## config.mk

```make
export PLATFORM = sky130hd
export DESIGN_NAME = idle_pd_unit
export DESIGN_NICKNAME = d
export VERILOG_FILES = /design/src/rtl/idle_pd_pkg.sv /design/src/rtl/pd_ctrl_regs.sv /design/src/rtl/pd_tick_sel.sv /design/src/rtl/pd_idle_timer.sv /design/src/rtl/idle_pd_unit.sv
export SDC_FILE = /design/constraint.sdc
export NUM_CORES = 1
export LEC_CHECK = 0
export BUFFER_PORTS_ARGS = -buffer_cell sky130_fd_sc_hd__buf_2
export CAP_MARGIN = 10
export CORE_UTILIZATION = 47
export DETAILED_ROUTE_END_ITERATION = 6
export PLACE_DENSITY = 0.71
export SLEW_MARGIN = 20
export SYNTH_ARGS = -nofsm -noshare
export SYNTH_HDL_FRONTEND = slang
export SYNTH_SLANG_ARGS = --single-unit
```

## constraint.sdc

```tcl
create_clock -name clk -period 1.4 [get_ports clk]
set_input_delay 0.28 -clock clk [delete_from_list [all_inputs] [get_ports clk]]
set_output_delay 0.28 -clock clk [all_outputs]
set_load 0.02 [all_outputs]
```

## src/rtl/idle_pd_pkg.sv

```systemverilog
package idle_pd_pkg;
  localparam int REG_W = 8;

  // control register bit positions
  localparam int C_POL    = 1;
  localparam int C_EN     = 2;
  localparam int C_MEMSAV = 3;
  localparam int C_TURBO  = 4;
  localparam int C_ARRCK  = 5;
  localparam int C_MCLCK  = 6;

  // source register bit positions
  localparam int S_MAIN   = 0;
  localparam int S_SLEEP  = 1;
  localparam logic [REG_W-1:0] SRC_MASK = 8'h03;

  typedef struct packed {
    logic pd_en;
    logic ale_pol;
    logic mem_saver;
    logic turbo_off;
    logic array_off;
    logic mcell_off;
    logic src_main;
    logic sleep;
  } pd_ctrl_t;
endpackage

```

## src/rtl/pd_ctrl_regs.sv

```systemverilog
module pd_ctrl_regs
  import idle_pd_pkg::*;
(
  input  logic             clk,
  input  logic             rst,
  input  logic             wr,
  input  logic             addr,
  input  logic [REG_W-1:0] wdata,
  output logic [REG_W-1:0] rdata,
  output pd_ctrl_t         ctrl
);
  logic [REG_W-1:0] ctl_q;
  logic [REG_W-1:0] src_q;

  always_ff @(posedge clk) begin
    if (rst) begin
      ctl_q <= '0;
      src_q <= '0;
    end else if (wr) begin
      if (!addr) ctl_q <= wdata;
      else       src_q <= wdata & SRC_MASK;
    end
  end

  assign rdata = addr ? src_q : ctl_q;

  always_comb begin
    ctrl.pd_en     = ctl_q[C_EN];
    ctrl.ale_pol   = ctl_q[C_POL];
    ctrl.mem_saver = ctl_q[C_MEMSAV];
    ctrl.turbo_off = ctl_q[C_TURBO];
    ctrl.array_off = ctl_q[C_ARRCK];
    ctrl.mcell_off = ctl_q[C_MCLCK];
    ctrl.src_main  = src_q[S_MAIN];
    ctrl.sleep     = src_q[S_SLEEP];
  end

  // control write lands on the sampling edge
  p_ctl_write_r2: assert property (@(posedge clk) disable iff (rst)
    (wr && !addr) |=> (ctl_q == $past(wdata)));
  // source write keeps only defined bits
  p_src_write_r2: assert property (@(posedge clk) disable iff (rst)
    (wr && addr) |=> (src_q == ($past(wdata) & SRC_MASK)));
  // no write, no change
  p_hold_r2: assert property (@(posedge clk) disable iff (rst)
    !wr |=> ($stable(ctl_q) && $stable(src_q)));
endmodule

```

## src/rtl/pd_tick_sel.sv

```systemverilog
module pd_tick_sel (
  input  logic clk,
  input  logic rst,
  input  logic src_main,
  input  logic alt_tick,
  output logic tick
);
  logic tick_q;

  always_ff @(posedge clk) begin
    if (rst) tick_q <= 1'b0;
    else     tick_q <= src_main | alt_tick;
  end

  assign tick = tick_q;

  // main source ticks every cycle
  p_main_tick_r8: assert property (@(posedge clk) disable iff (rst)
    src_main |=> tick);
  // alternate source without pulse gives no tick
  p_alt_quiet_r8: assert property (@(posedge clk) disable iff (rst)
    (!src_main && !alt_tick) |=> !tick);
endmodule

```

## src/rtl/pd_idle_timer.sv

```systemverilog
module pd_idle_timer #(
  parameter int IDLE_TICKS  = 15,
  parameter int SYNC_STAGES = 2
) (
  input  logic clk,
  input  logic rst,
  input  logic ale_in,
  input  logic tick,
  input  logic pd_en,
  input  logic ale_pol,
  output logic standby
);
  localparam int CW = $clog2(IDLE_TICKS + 1);
  localparam logic [CW-1:0] TERM = CW'(IDLE_TICKS);

  // synchronizer chain plus one history stage
  logic [SYNC_STAGES:0] smp;

  for (genvar g = 0; g <= SYNC_STAGES; g++) begin : g_sync
    if (g == 0) begin : g_first
      always_ff @(posedge clk) begin
        if (rst) smp[0] <= 1'b0;
        else     smp[0] <= ale_in;
      end
    end else begin : g_next
      always_ff @(posedge clk) begin
        if (rst) smp[g] <= 1'b0;
        else     smp[g] <= smp[g-1];
      end
    end
  end

  logic level, edge_seen, at_idle;
  assign level     = smp[SYNC_STAGES-1];
  assign edge_seen = smp[SYNC_STAGES-1] ^ smp[SYNC_STAGES];
  assign at_idle   = pd_en && !edge_seen && (level == ale_pol);

  logic [CW-1:0] cnt_q, cnt_d;
  logic          stby_q;

  always_comb begin
    cnt_d = cnt_q;
    if (!at_idle)
      cnt_d = '0;
    else if (tick && (cnt_q != TERM))
      cnt_d = cnt_q + 1'b1;
  end

  always_ff @(posedge clk) begin
    if (rst) begin
      cnt_q  <= '0;
      stby_q <= 1'b0;
    end else begin
      cnt_q  <= cnt_d;
      stby_q <= (cnt_d == TERM);
    end
  end

  assign standby = stby_q;

  // disabled unit never counts
  p_no_count_r4: assert property (@(posedge clk) disable iff (rst)
    !pd_en |=> (cnt_q == '0));
  // a strobe pulse clears the counter
  p_pulse_clear_r5: assert property (@(posedge clk) disable iff (rst)
    edge_seen |=> (cnt_q == '0));
  // wrong static level keeps counter at zero
  p_wrong_level_r7: assert property (@(posedge clk) disable iff (rst)
    (pd_en && !edge_seen && (level != ale_pol)) |=> (cnt_q == '0));
  // one step per tick while idle
  p_step_r6: assert property (@(posedge clk) disable iff (rst)
    (at_idle && tick && (cnt_q != TERM)) |=> (cnt_q == $past(cnt_q) + 1'b1));
  // no tick, no change
  p_no_tick_r8: assert property (@(posedge clk) disable iff (rst)
    (at_idle && !tick) |=> $stable(cnt_q));
  // saturated count holds while idle
  p_saturate_r9: assert property (@(posedge clk) disable iff (rst)
    (at_idle && (cnt_q == TERM)) |=> (cnt_q == TERM) && standby);
endmodule

```

## src/rtl/idle_pd_unit.sv

```systemverilog
module idle_pd_unit
  import idle_pd_pkg::*;
#(
  parameter int IDLE_TICKS  = 15,
  parameter int SYNC_STAGES = 2
) (
  input  logic             clk,
  input  logic             rst,
  input  logic             reg_wr,
  input  logic             reg_addr,
  input  logic [REG_W-1:0] reg_wdata,
  output logic [REG_W-1:0] reg_rdata,
  input  logic             ale_in,
  input  logic             alt_tick_in,
  output logic             standby_req,
  output logic             mem_saver_en,
  output logic             pld_turbo_off,
  output logic             array_clk_off,
  output logic             mcell_clk_off,
  output logic             sleep_en
);
  pd_ctrl_t ctrl;
  logic     tick;

  pd_ctrl_regs u_regs (
    .clk   (clk),
    .rst   (rst),
    .wr    (reg_wr),
    .addr  (reg_addr),
    .wdata (reg_wdata),
    .rdata (reg_rdata),
    .ctrl  (ctrl)
  );

  pd_tick_sel u_tick (
    .clk      (clk),
    .rst      (rst),
    .src_main (ctrl.src_main),
    .alt_tick (alt_tick_in),
    .tick     (tick)
  );

  pd_idle_timer #(
    .IDLE_TICKS  (IDLE_TICKS),
    .SYNC_STAGES (SYNC_STAGES)
  ) u_timer (
    .clk     (clk),
    .rst     (rst),
    .ale_in  (ale_in),
    .tick    (tick),
    .pd_en   (ctrl.pd_en),
    .ale_pol (ctrl.ale_pol),
    .standby (standby_req)
  );

  assign mem_saver_en  = ctrl.mem_saver;
  assign pld_turbo_off = ctrl.turbo_off;
  assign array_clk_off = ctrl.array_off;
  assign mcell_clk_off = ctrl.mcell_off;
  assign sleep_en      = ctrl.sleep;

  // nothing requested in the cycle after reset
  p_reset_quiet_r1: assert property (@(posedge clk)
    rst |=> (!standby_req && !sleep_en && !mem_saver_en));
endmodule

```

==> results of run 1 <==
==> synth_stat cells, drive strengths merged <==
library cell,count
dfxtp,19
nor2,11
nor2b,10
mux2i,8
a21oi,4
nand3,4
inv,3
nand2,3
o21ai,3
buf,2
mux2,2
nand4b,2
a211oi,1
a21o,1
a41o,1
and3,1
and4,1
clkbuf,1
ha,1
nand2b,1
nand4,1
nor3b,1
nor4b,1
o2111ai,1
o211ai,1
o221ai,1
or3,1
==> final cells by class <==
cell class	instances	area (um2)
inverters	3	11.26
clock buffers	4	26.28
flip-flops and latches	19	381.6
multi-input cells	61	437.9
fillers	143	549.3
repair buffers	29	150.1
well taps	16	20.02
==> layer usage <==
metal,up-vias,part of all wire,track usage
met5,-,0,0
met3,2,0.042,0.05306
met1,320,0.47,0.2262
met4,0,0.010,0.1030
met2,17,0.48,0.2882
li1,363,-,-
==> how the worst max path moves through the flow <==
stage	start	endpoint	slack, ns	depth (start not counted)
final	u_regs.ctl_q[1]	reg_rdata[1]	0.05	2
after global routing	u_regs.ctl_q[1]	reg_rdata[1]	0.0003	2
after CTS	u_timer.cnt_q[0]	u_timer.cnt_q[0]	0.004	4
after detailed placement	u_timer.cnt_q[0]	u_timer.cnt_q[0]	0.04	4
after global placement	u_timer.cnt_q[0]	u_timer.cnt_q[0]	0.13	4
after floorplan	u_timer.cnt_q[0]	u_timer.cnt_q[0]	0.16	4
==> state kept, by name (all words and copies together), names as in the netlist <==
| register | cells |
|---|---|
| u_timer.standby | 1 |
| u_timer.smp | 2 |
| u_regs.src_q | 2 |
| u_timer.level | 1 |
| u_regs.ctl_q | 8 |
| u_timer.cnt_q | 4 |
| u_tick.tick | 1 |
==> report_power, final <==
group          switching (W)  internal [W]  leakage [nW]
registers          0.0000159      0.000560         0.156
clock network       0.000151      0.000111        0.0150
logic              0.0000640     0.0000548         0.294
==> critical path, cell delays in order (launching register included) <==
cell	delay, ns
sky130_fd_sc_hd__dfxtp_1	0.37
sky130_fd_sc_hd__mux2_2	0.27
sky130_fd_sc_hd__buf_2	0.15
==> cell families (layout without fill, tap and decap cells) <==
group | count (synthesis) | in the layout | synth area share
buf+inv | 6 | 36 | 0.02994
fa+ha+maj | 1 | 1 | 0.01497
simple gates | 37 | 37 | 0.2620
mux | 10 | 10 | 0.1228
flops | 19 | 19 | 0.4551
compound gates | 13 | 13 | 0.1153
==> what timing repair did <==
item | in CTS | in global routing
hold buffers | 0 | 0
endpoints found under the hold margin | 0 | 0
resized for setup | 0 | 3
endpoints found under the setup margin | 0 | 3
==> per-stage QoR <==
stage,std cells,power [W],hold WS (ns),utilization
global route,132,0.001005,0.1946,0.6516
detailed placement,128,0.0007072,0.4398,0.6294
finish,132,0.0009558,0.1913,0.6516
CTS,132,0.0009724,0.1867,0.6460
global placement,128,0.0007044,0.4303,0.6294
floorplan,86,0.0006595,0.3491,-
==> metrics.txt, run 1 <==
# TYPE chip_impl_metric gauge
chip_impl_info{name="min-delay-start",value="alt_tick_in"} 1
chip_impl_info{name="ys_top_cells_by_area",value="sky130_fd_sc_hd__dfxtp_1 46%, sky130_fd_sc_hd__mux2i_1 9.6%, sky130_fd_sc_hd__nor2b_1 7.5%"} 1
chip_impl_metric{name="h-tree-depth",unit=""} 1
chip_impl_metric{name="crit_fanout",unit=""} 4
chip_impl_metric{name="tns",unit="ns"} 0
chip_impl_metric{name="clkSlewWorstSetupHoldPaths",unit="ns"} 0.10
chip_impl_metric{name="grt_pass1_vias",unit=""} 619
chip_impl_metric{name="io_pins",unit=""} 28
chip_impl_metric{name="layout-drive-gt1-share",unit=""} 0.3621
chip_impl_info{name="critical_path_class",value="flop to primary output"} 1
chip_impl_metric{name="yosysTopAreaCellShare",unit=""} 0.4551
chip_impl_metric{name="synthesis.area_per_instance",unit="um2"} 9.719
chip_impl_info{name="synth_top_area_cell",value="sky130_fd_sc_hd__dfxtp_1"} 1
chip_impl_metric{name="cts.path.max_buffers",unit=""} 2
chip_impl_info{name="status",value="finished with violations"} 1
chip_impl_info{name="rsz0062_at_grt",value="no"} 1
chip_impl_metric{name="max_cap_viol_count",unit=""} 0
chip_impl_metric{name="detail_route.vias_per_cell",unit=""} 5.318
chip_impl_metric{name="post_drt_wl_per_cell",unit="um"} 11.58
chip_impl_info{name="crit_path_start_kind",value="flop"} 1
chip_impl_metric{name="clock_latency",unit="ns"} 0.29
chip_impl_metric{name="ir_worst_vdd",unit="mV"} 0.5893
chip_impl_metric{name="seq_area_frac_synth",unit=""} 0.4551
chip_impl_metric{name="min_period_over_period",unit=""} 0.9664
chip_impl_metric{name="clock_sink_count",unit=""} 19
chip_impl_info{name="mostFrequentLayoutCells",value="27 x sky130_fd_sc_hd__buf_2, 18 x sky130_fd_sc_hd__dfxtp_1, 11 x sky130_fd_sc_hd__nor2_1"} 1
chip_impl_metric{name="worst_r2r_setup_slack",unit="ns"} 0.11
chip_impl_metric{name="initial_core_util",unit=""} 0.5302
chip_impl_metric{name="post-route-drc-count",unit=""} 1
chip_impl_metric{name="clock.fmax",unit="GHz"} 0.7391
chip_impl_metric{name="placement.cell_area",unit="um2"} 992.2
chip_impl_metric{name="final-setup-viol-count",unit=""} 0
chip_impl_metric{name="fin_max_slew_vios",unit=""} 0
chip_impl_info{name="holdPathEnd",value="u_tick.tick"} 1
chip_impl_metric{name="min_delay_path_depth",unit=""} 3
chip_impl_info{name="final_common_cell",value="sky130_fd_sc_hd__buf_2"} 1
chip_impl_metric{name="leakage",unit="nW"} 0.4642
chip_impl_metric{name="syn-num-nets",unit=""} 101
chip_impl_metric{name="fin_worst_skew",unit="ns"} 0.002191
chip_impl_metric{name="antenna_left",unit=""} 0
chip_impl_metric{name="cts_made_buffers",unit=""} 3
chip_impl_metric{name="antenna_found_initial",unit=""} 0
chip_impl_metric{name="drt-initial-drc-count",unit=""} 11
chip_impl_metric{name="r2r.worst_path.cells",unit=""} 4
chip_impl_info{name="worst_r2r_startpoint",value="u_timer.cnt_q[0]"} 1
chip_impl_metric{name="flow.area_growth_from_synthesis",unit="%"} 22.90
chip_impl_info{name="hold_path.class",value="input pin to flop"} 1
chip_impl_metric{name="synth.ff_latch_count",unit=""} 19
chip_impl_metric{name="via_count",unit=""} 702
chip_impl_metric{name="drtPass1Iterations",unit=""} 7
chip_impl_info{name="violated_checks",value="DRC"} 1
chip_impl_metric{name="yosysWarnings",unit=""} 0
chip_impl_metric{name="final_hold_viol_count",unit=""} 0
chip_impl_metric{name="place_hpwl",unit="mm"} 1.166
chip_impl_metric{name="vertical_die_dimension",unit="um"} 44.17
chip_impl_metric{name="gpl.final_weighted_congestion",unit=""} 0.7677
chip_impl_metric{name="nets",unit=""} 132
chip_impl_metric{name="die-area",unit="um2"} 1951
chip_impl_metric{name="grt_max_degree",unit=""} 16
chip_impl_info{name="critical_path.endpoint_type",value="primary output"} 1
chip_impl_metric{name="core-area",unit="um2"} 1577
chip_impl_metric{name="grt_first_pass_wirelength",unit="mm"} 2.608
chip_impl_metric{name="syn_inst",unit=""} 86
chip_impl_metric{name="layout.cell_area.non_filler",unit="um2"} 1027
chip_impl_metric{name="worst-endpoint-arrival",unit="ns"} 1.07
chip_impl_info{name="tritoncts",value="built"} 1
chip_impl_metric{name="post-route-min-period",unit="ns"} 1.353
chip_impl_metric{name="grt_remaining_overflow",unit=""} 0
chip_impl_metric{name="postcts_setup_bufs",unit=""} 0
chip_impl_metric{name="overall_global_routing_usage",unit=""} 0.1840
chip_impl_metric{name="count_of_antenna_diodes_in_the_layout",unit=""} 0
chip_impl_metric{name="slew_margin_rel",unit=""} 0.8105
chip_impl_info{name="clockRootBuffer",value="sky130_fd_sc_hd__clkbuf_4"} 1
chip_impl_metric{name="yosysUniqueCellTypes",unit=""} 29
chip_impl_info{name="rr_endpoint",value="u_timer.cnt_q[0]"} 1
chip_impl_metric{name="power-per-cell-area",unit="nW/um2"} 930.5
chip_impl_metric{name="dieWidth",unit="um"} 44.17
chip_impl_metric{name="dpl_worst_slack",unit="ns"} 0.04029
chip_impl_metric{name="io_buffer_count",unit=""} 27
chip_impl_metric{name="drt_wl_total",unit="mm"} 1.528
chip_impl_metric{name="netlist_area",unit="um2"} 835.8
chip_impl_metric{name="worst_slack",unit="ns"} 0.04705
chip_impl_metric{name="floorplan.rows",unit=""} 14
chip_impl_metric{name="worst_slew_pin_slew",unit="ns"} 0.2830
chip_impl_metric{name="worst-endpoint-required",unit="ns"} 1.12
No activity file was read; power rests on OpenSTA's default activity.
==> run 2, diff against run 1 <==
- CORE_ASPECT_RATIO: unset -> 0.9
- GPL_TIMING_DRIVEN: unset -> 0
- SLEW_MARGIN: 20 -> 0
==> run 2 against run 1 <==
  * The run now ends clean
  * Non-clock buffer count up 1
  * Routed wire length about the same
  * Clock skew down 0.0013 ns
  * Hold slack worse by 0.0082 ns
  * Clock-buffer cell count unchanged
  * Design area up 0.85%
  * Critical endpoint unchanged
  * Largest cell class unchanged
  * Largest power group unchanged
==> metrics.txt, run 2 (synthesis gave the netlist of run 1 again) <==
# TYPE chip_impl_metric gauge
chip_impl_metric{name="core-area",unit="um2"} 1664
chip_impl_info{name="largest-register",value="u_regs.ctl_q"} 1
chip_impl_metric{name="leakage",unit="nW"} 0.4664
chip_impl_metric{name="count_of_antenna_diodes_in_the_layout",unit=""} 0
chip_impl_metric{name="m1WireLength",unit="um"} 722
chip_impl_metric{name="ir_worst_vdd",unit="mV"} 0.7271
chip_impl_metric{name="clock_latency",unit="ns"} 0.30
chip_impl_metric{name="dieWidth",unit="um"} 46.45
chip_impl_metric{name="antenna_found_initial",unit=""} 0
chip_impl_metric{name="fin_max_slew_vios",unit=""} 0
chip_impl_metric{name="post_drt_wl_per_cell",unit="um"} 10.83
chip_impl_info{name="clockRootBuffer",value="sky130_fd_sc_hd__clkbuf_4"} 1
chip_impl_info{name="top_sig_layer",value="met4"} 1
chip_impl_metric{name="final-setup-viol-count",unit=""} 0
chip_impl_metric{name="flow.area_growth_from_synthesis",unit="%"} 23.95
chip_impl_metric{name="drt-initial-drc-count",unit=""} 4
chip_impl_metric{name="placement.cell_area",unit="um2"} 1001
chip_impl_metric{name="total_power",unit="W"} 0.0009644
chip_impl_metric{name="post-route-drc-count",unit=""} 0
chip_impl_metric{name="grt_pass1_vias",unit=""} 664
chip_impl_info{name="final_common_cell",value="sky130_fd_sc_hd__buf_2"} 1
chip_impl_metric{name="met2WireLength",unit="um"} 696
chip_impl_metric{name="amount_of_wire_on_met3_after_detailed_routing",unit="um"} 88
chip_impl_metric{name="io_pins",unit=""} 28
chip_impl_info{name="mostFrequentLayoutCells",value="29 x sky130_fd_sc_hd__buf_2, 17 x sky130_fd_sc_hd__dfxtp_1, 11 x sky130_fd_sc_hd__nor2_1"} 1
chip_impl_metric{name="worst_slew_pin_slew",unit="ns"} 0.4214
chip_impl_metric{name="grt_first_pass_wirelength",unit="mm"} 2.753
chip_impl_metric{name="max_cap_viol_count",unit=""} 0
chip_impl_metric{name="clock.fmax",unit="GHz"} 0.7260
chip_impl_metric{name="place_hpwl",unit="mm"} 1.135
chip_impl_metric{name="largest_reg_flops",unit=""} 8
chip_impl_metric{name="h-tree-depth",unit=""} 1
chip_impl_metric{name="gpl.final_weighted_congestion",unit=""} 0.7827
chip_impl_metric{name="detail_route.vias_per_cell",unit=""} 5.007
chip_impl_metric{name="cts.path.max_buffers",unit=""} 2
chip_impl_metric{name="worst-endpoint-arrival",unit="ns"} 1.10
chip_impl_info{name="status",value="finished, final reports clean"} 1
chip_impl_metric{name="grt_max_degree",unit=""} 11
chip_impl_info{name="rsz0062_at_grt",value="no"} 1
chip_impl_metric{name="clkSlewWorstSetupHoldPaths",unit="ns"} 0.10
chip_impl_metric{name="vertical_die_dimension",unit="um"} 42.01
chip_impl_metric{name="cts_made_buffers",unit=""} 3
chip_impl_metric{name="io_buffer_count",unit=""} 27
chip_impl_metric{name="hold_slack",unit="ns"} 0.1831
chip_impl_metric{name="postCtsHoldBufs",unit=""} 0
chip_impl_metric{name="cts_resized",unit=""} 0
chip_impl_metric{name="final_hold_viol_count",unit=""} 0
chip_impl_metric{name="worst-endpoint-required",unit="ns"} 1.12
chip_impl_info{name="critical_path.endpoint_type",value="primary output"} 1
chip_impl_metric{name="floorplan.rows",unit=""} 14
chip_impl_info{name="regs_by_ff_count",value="u_regs.ctl_q x8, u_timer.cnt_q x4"} 1
chip_impl_metric{name="fin_worst_skew",unit="ns"} 0.0009330
chip_impl_metric{name="initial_core_util",unit=""} 0.5023
chip_impl_metric{name="power-per-cell-area",unit="nW/um2"} 930.9
chip_impl_metric{name="min_period_over_period",unit=""} 0.9839
chip_impl_info{name="hold_path.class",value="input pin to flop"} 1
chip_impl_metric{name="overall_global_routing_usage",unit=""} 0.1967
chip_impl_metric{name="final_core_util",unit=""} 0.6226
chip_impl_metric{name="crit_fanout",unit=""} 10
chip_impl_metric{name="layout.cell_area.non_filler",unit="um2"} 1036
chip_impl_metric{name="layout-drive-gt1-share",unit=""} 0.3675
chip_impl_info{name="tritoncts",value="built"} 1
chip_impl_metric{name="postcts_setup_bufs",unit=""} 0
chip_impl_metric{name="grt_remaining_overflow",unit=""} 0
chip_impl_metric{name="tns",unit="ns"} 0
chip_impl_metric{name="via_count",unit=""} 706
chip_impl_info{name="crit_path_start_kind",value="input pin"} 1
chip_impl_metric{name="post-route-min-period",unit="ns"} 1.377
chip_impl_info{name="critical_path_class",value="input pin to primary output"} 1
chip_impl_metric{name="drtPass1Iterations",unit=""} 4
chip_impl_metric{name="clock_sink_count",unit=""} 19
chip_impl_metric{name="drt_wl_total",unit="mm"} 1.527
chip_impl_metric{name="nets",unit=""} 133
chip_impl_metric{name="antenna_left",unit=""} 0
chip_impl_metric{name="die-area",unit="um2"} 1951
chip_impl_metric{name="slew_margin_rel",unit=""} 0.7191
[run 2: changes by cell type in the layout (fill, tap and decap cells not counted)]
cell / change
sky130_fd_sc_hd__buf_2: +2
sky130_fd_sc_hd__buf_4: -2
sky130_fd_sc_hd__a21oi_1: -1
sky130_fd_sc_hd__a21oi_2: +1
sky130_fd_sc_hd__and3_1: +1
sky130_fd_sc_hd__and3_4: -1
sky130_fd_sc_hd__clkbuf_1: +1
sky130_fd_sc_hd__dfxtp_1: -1
sky130_fd_sc_hd__dfxtp_2: +1
[run 2: layer usage]
| metal | vias up | track usage |
|---|---|---|
| met2 | 20 | 0.2889 |
| met4 | 0 | 0.07059 |
| met3 | 3 | 0.07759 |
| li1 | 369 | - |
| met1 | 314 | 0.2569 |
| met5 | - | 0 |
[run 2: report_power, final]
group          internal [W]  switching [W]  total [W]
clock network      0.000111       0.000159   0.000270
registers          0.000560      0.0000157   0.000576
logic             0.0000538      0.0000651   0.000119
[run 2: area by class of cell]
class                   instances  area (um2)
clock buffers                   4       26.28
inverters                       3       11.26
plain buffers                   3       13.76
repair buffers                 27       135.1
flip-flops and latches         19       382.9
multi-input cells              61       436.7
fillers                       156       628.1
well taps                      24       30.03
[run 2: path summary, 6_finish.rpt]
kind	cells past startpoint	startpoint	slack, ns	to
worst max-delay path	4	reg_addr	0.02	reg_rdata[1]
worst min-delay path	2	ale_in	0.18	u_timer.smp[0]
worst max register to register	4	u_timer.cnt_q[1]	0.11	u_timer.cnt_q[0]
worst min register to register	1	u_timer.smp[0]	0.45	u_timer.level
[run 2: critical path: stages]
cell and delay [ns]:
sky130_fd_sc_hd__buf_2 0.10, sky130_fd_sc_hd__buf_2 0.21, sky130_fd_sc_hd__mux2_2 0.35, sky130_fd_sc_hd__buf_2 0.16
[run 2: per-stage QoR]
stage | setup WS, ns | instances
after floorplan | 0.1582 | 86
after global placement | 0.02062 | 137
after detailed placement | 0.02649 | 137
after CTS | 0.02059 | 141
after global routing | 0.003069 | 141
final | 0.02261 | 141
==> run 3, diff against run 2 <==
- CORE_UTILIZATION: 47 -> 49
- PLACE_DENSITY: 0.71 -> 0.72
- SYNTH_HIERARCHICAL: unset -> 1
==> run 3 against run 2 <==
  * Combinational power is 22% higher
  * Critical path depth stayed put
  * Fmax increased by 2.9%
  * Hold slack got worse by 0.0017 ns
  * Non-clock buffer count up 6
  * Critical endpoint unchanged
  * Largest power group unchanged
  * Highest routed layer is now met3
==> metrics.txt, run 3 <==
# TYPE chip_impl_metric gauge
chip_impl_info{name="critical_path.endpoint_type",value="primary output"} 1
chip_impl_metric{name="initial_core_util",unit=""} 0.5436
chip_impl_metric{name="place_hpwl",unit="mm"} 1.289
chip_impl_info{name="rsz0062_at_grt",value="no"} 1
chip_impl_metric{name="post-route-min-period",unit="ns"} 1.339
chip_impl_metric{name="die-area",unit="um2"} 2124
chip_impl_metric{name="antenna_found_initial",unit=""} 0
chip_impl_info{name="yosys_most_used_dff",value="sky130_fd_sc_hd__dfxtp_1"} 1
chip_impl_metric{name="detail_route.vias_per_cell",unit=""} 5.247
chip_impl_metric{name="worst-endpoint-arrival",unit="ns"} 1.06
chip_impl_metric{name="max_cap_viol_count",unit=""} 0
chip_impl_metric{name="postcts_setup_bufs",unit=""} 0
chip_impl_info{name="mostFrequentLayoutCells",value="27 x sky130_fd_sc_hd__buf_2, 17 x sky130_fd_sc_hd__dfxtp_1, 13 x sky130_fd_sc_hd__nand2b_1"} 1
chip_impl_metric{name="ir_worst_vdd",unit="mV"} 0.7083
chip_impl_metric{name="count_of_antenna_diodes_in_the_layout",unit=""} 0
chip_impl_metric{name="drt_wl_total",unit="mm"} 1.774
chip_impl_metric{name="gpl.final_weighted_congestion",unit=""} 0.7644
chip_impl_metric{name="placement.cell_area",unit="um2"} 1117
chip_impl_metric{name="largest_reg_flops",unit=""} 8
chip_impl_info{name="final_common_cell",value="sky130_fd_sc_hd__buf_2"} 1
chip_impl_metric{name="dpl_worst_slack",unit="ns"} -0.06783
chip_impl_metric{name="slew_margin_rel",unit=""} 0.6952
chip_impl_metric{name="netlist_area",unit="um2"} 952.2
chip_impl_metric{name="io_pins",unit=""} 28
chip_impl_metric{name="dieWidth",unit="um"} 48.47
chip_impl_metric{name="clock_latency",unit="ns"} 0.30
chip_impl_metric{name="final-setup-viol-count",unit=""} 0
chip_impl_metric{name="layout.cell_area.non_filler",unit="um2"} 1166
chip_impl_metric{name="leakage",unit="nW"} 0.5130
chip_impl_metric{name="vertical_die_dimension",unit="um"} 43.82
chip_impl_info{name="critical_path_class",value="input pin to primary output"} 1
chip_impl_info{name="synth_top_area_cell",value="sky130_fd_sc_hd__dfxtp_1"} 1
chip_impl_metric{name="cts.path.max_buffers",unit=""} 2
chip_impl_metric{name="total_power",unit="W"} 0.001009
chip_impl_metric{name="final.fill_count",unit=""} 166
chip_impl_metric{name="fin_worst_skew",unit="ns"} 0.005612
chip_impl_metric{name="final_hold_viol_count",unit=""} 0
chip_impl_metric{name="worst-endpoint-required",unit="ns"} 1.12
chip_impl_metric{name="grt_pass1_vias",unit=""} 727
chip_impl_metric{name="antenna_left",unit=""} 0
chip_impl_metric{name="grt_max_degree",unit=""} 15
chip_impl_info{name="tritoncts",value="built"} 1
chip_impl_info{name="status",value="finished, final reports clean"} 1
chip_impl_info{name="synth_most_common_cell",value="sky130_fd_sc_hd__dfxtp_1"} 1
chip_impl_metric{name="yosysUniqueCellTypes",unit=""} 29
chip_impl_metric{name="synth.ff_latch_count",unit=""} 19
chip_impl_metric{name="core-area",unit="um2"} 1752
chip_impl_metric{name="syn-num-nets",unit=""} 114
chip_impl_metric{name="seq_area_frac_synth",unit=""} 0.3995
chip_impl_metric{name="postCtsHoldBufs",unit=""} 0
chip_impl_metric{name="final_core_util",unit=""} 0.6657
chip_impl_metric{name="io_buffer_count",unit=""} 27
chip_impl_metric{name="h-tree-depth",unit=""} 1
chip_impl_metric{name="clkSlewWorstSetupHoldPaths",unit="ns"} 0.12
chip_impl_metric{name="post_drt_wl_per_cell",unit="um"} 11.52
chip_impl_metric{name="layout-drive-gt1-share",unit=""} 0.3538
chip_impl_metric{name="post-route-drc-count",unit=""} 0
chip_impl_metric{name="worst_slew_pin_slew",unit="ns"} 0.4542
chip_impl_metric{name="nets",unit=""} 146
chip_impl_metric{name="clock.fmax",unit="GHz"} 0.7467
chip_impl_metric{name="worst_slack",unit="ns"} 0.06086
chip_impl_metric{name="syn_inst",unit=""} 99
chip_impl_metric{name="yosysWarnings",unit=""} 6
chip_impl_info{name="hold_path.class",value="input pin to flop"} 1
chip_impl_metric{name="yosysTopAreaCellShare",unit=""} 0.3995
chip_impl_metric{name="drt-initial-drc-count",unit=""} 12
chip_impl_info{name="ys_top_cells_by_area",value="sky130_fd_sc_hd__dfxtp_1 40%, sky130_fd_sc_hd__nand2b_1 8.5%, sky130_fd_sc_hd__nand4bb_1 7.1%"} 1
chip_impl_metric{name="synth_edf_count",unit=""} 0
chip_impl_info{name="synth_top_cells_by_count",value="19 x sky130_fd_sc_hd__dfxtp_1, 13 x sky130_fd_sc_hd__nand2b_1, 10 x sky130_fd_sc_hd__nor2b_1, 7 x sky130_fd_sc_hd__buf_4, 7 x sky130_fd_sc_hd__o21ai_1"} 1
chip_impl_metric{name="synthesis.area_per_instance",unit="um2"} 9.618
chip_impl_info{name="clockRootBuffer",value="sky130_fd_sc_hd__clkbuf_4"} 1
chip_impl_info{name="crit_path_start_kind",value="input pin"} 1
chip_impl_metric{name="clock_sink_count",unit=""} 19
chip_impl_metric{name="grt_first_pass_wirelength",unit="mm"} 3.008
chip_impl_metric{name="drtPass1Iterations",unit=""} 4
chip_impl_metric{name="cts_made_buffers",unit=""} 3
chip_impl_metric{name="flow.area_growth_from_synthesis",unit="%"} 22.47
chip_impl_metric{name="grt_remaining_overflow",unit=""} 0
chip_impl_metric{name="overall_global_routing_usage",unit=""} 0.1873
chip_impl_info{name="regs_by_ff_count",value="u_regs/ctl_q x8, u_timer/cnt_q x4"} 1
chip_impl_metric{name="fin_max_slew_vios",unit=""} 0
chip_impl_metric{name="async_flop_share",unit=""} 0
chip_impl_metric{name="min_period_over_period",unit=""} 0.9565
chip_impl_metric{name="via_count",unit=""} 808
chip_impl_info{name="largest-register",value="u_regs/ctl_q"} 1
chip_impl_metric{name="floorplan.rows",unit=""} 14
chip_impl_metric{name="tns",unit="ns"} 0
chip_impl_metric{name="crit_fanout",unit=""} 10
chip_impl_metric{name="power-per-cell-area",unit="nW/um2"} 865.5
==> run 3: cell count changes after synthesis, sizes merged, moves of 2 or more <==
cell	before	now
a21oi	4	2
and2b	0	2
buf	2	8
mux2i	8	4
nand2b	1	13
nand3	4	0
nand4b	2	0
nand4bb	0	6
nor2	11	1
nor3	0	3
o21ai	3	10
==> run 3: final cells by class <==
class | instances | area (um2) | share of cell area
Clock inverter | 1 | 7.507 | 0.006438
Sequential cell | 19 | 382.9 | 0.3283
Inverter | 2 | 7.507 | 0.006438
Buffer | 9 | 71.32 | 0.06116
Multi-Input combinational cell | 69 | 509.2 | 0.4367
Timing Repair Buffer | 27 | 135.1 | 0.1159
Tap cell | 24 | 30.03 | 0.02575
Clock buffer | 3 | 22.52 | 0.01931
==> run 3: worst paths after layout <==
path / startpoint / end / slack [ns] / cells past startpoint
setup reg to reg: u_timer/cnt_q[0] / u_timer/standby / 0.09 / 4
hold / removal: ale_in / u_timer/smp[0] / 0.18 / 2
hold reg to reg: u_timer/smp[0] / u_timer/level / 0.46 / 1
setup / recovery: reg_addr / reg_rdata[1] / 0.06 / 4
==> run 3: timing repair <==
| action | in CTS | in global routing |
|---|---|---|
| pin swaps | 0 | 1 |
| gates resized for setup | 2 | 4 |
| setup endpoints to repair | 5 | 5 |
==> run 3: power by group <==
group | leakage, nW | switching (W) | total (W) | internal (W)
Combinational | 0.343 | 0.0000687 | 0.000145 | 0.0000760
Sequential | 0.156 | 0.0000145 | 0.000575 | 0.000561
Clock | 0.0139 | 0.000180 | 0.000289 | 0.000109
Total | 0.513 | 0.000264 | 0.00101 | 0.000746
==> run 3: logic make-up (layout without fill, tap and decap cells) <==
| family | count (synthesis) | in the layout | synth area share |
|---|---|---|---|
| buf+inv | 11 | 42 | 0.07884 |
| fa+ha+maj | 1 | 1 | 0.01314 |
| compound gates | 16 | 16 | 0.1077 |
| mux | 6 | 6 | 0.06570 |
| flops | 19 | 19 | 0.3995 |
| simple gates | 46 | 46 | 0.3351 |
==> run 3: critical path, cell delays in order <==
cell and delay (ns):
sky130_fd_sc_hd__buf_2 0.14, sky130_fd_sc_hd__buf_6 0.15, sky130_fd_sc_hd__mux2_2 0.33, sky130_fd_sc_hd__buf_2 0.16
==> run 3: metal layers <==
layer,routed length (um),track usage
met5,0,0
met4,0,0.03529
met3,139,0.07719
met2,811,0.3352
met1,823,0.2141
==> run 3: per-stage QoR <==
stage / instances / hold slack (ns)
after floorplan: 99 / 0.3516
after global routing: 154 / 0.1691
final: 154 / 0.1814
after CTS: 154 / 0.1726
after global placement: 150 / 0.4239
after detailed placement: 150 / 0.4338
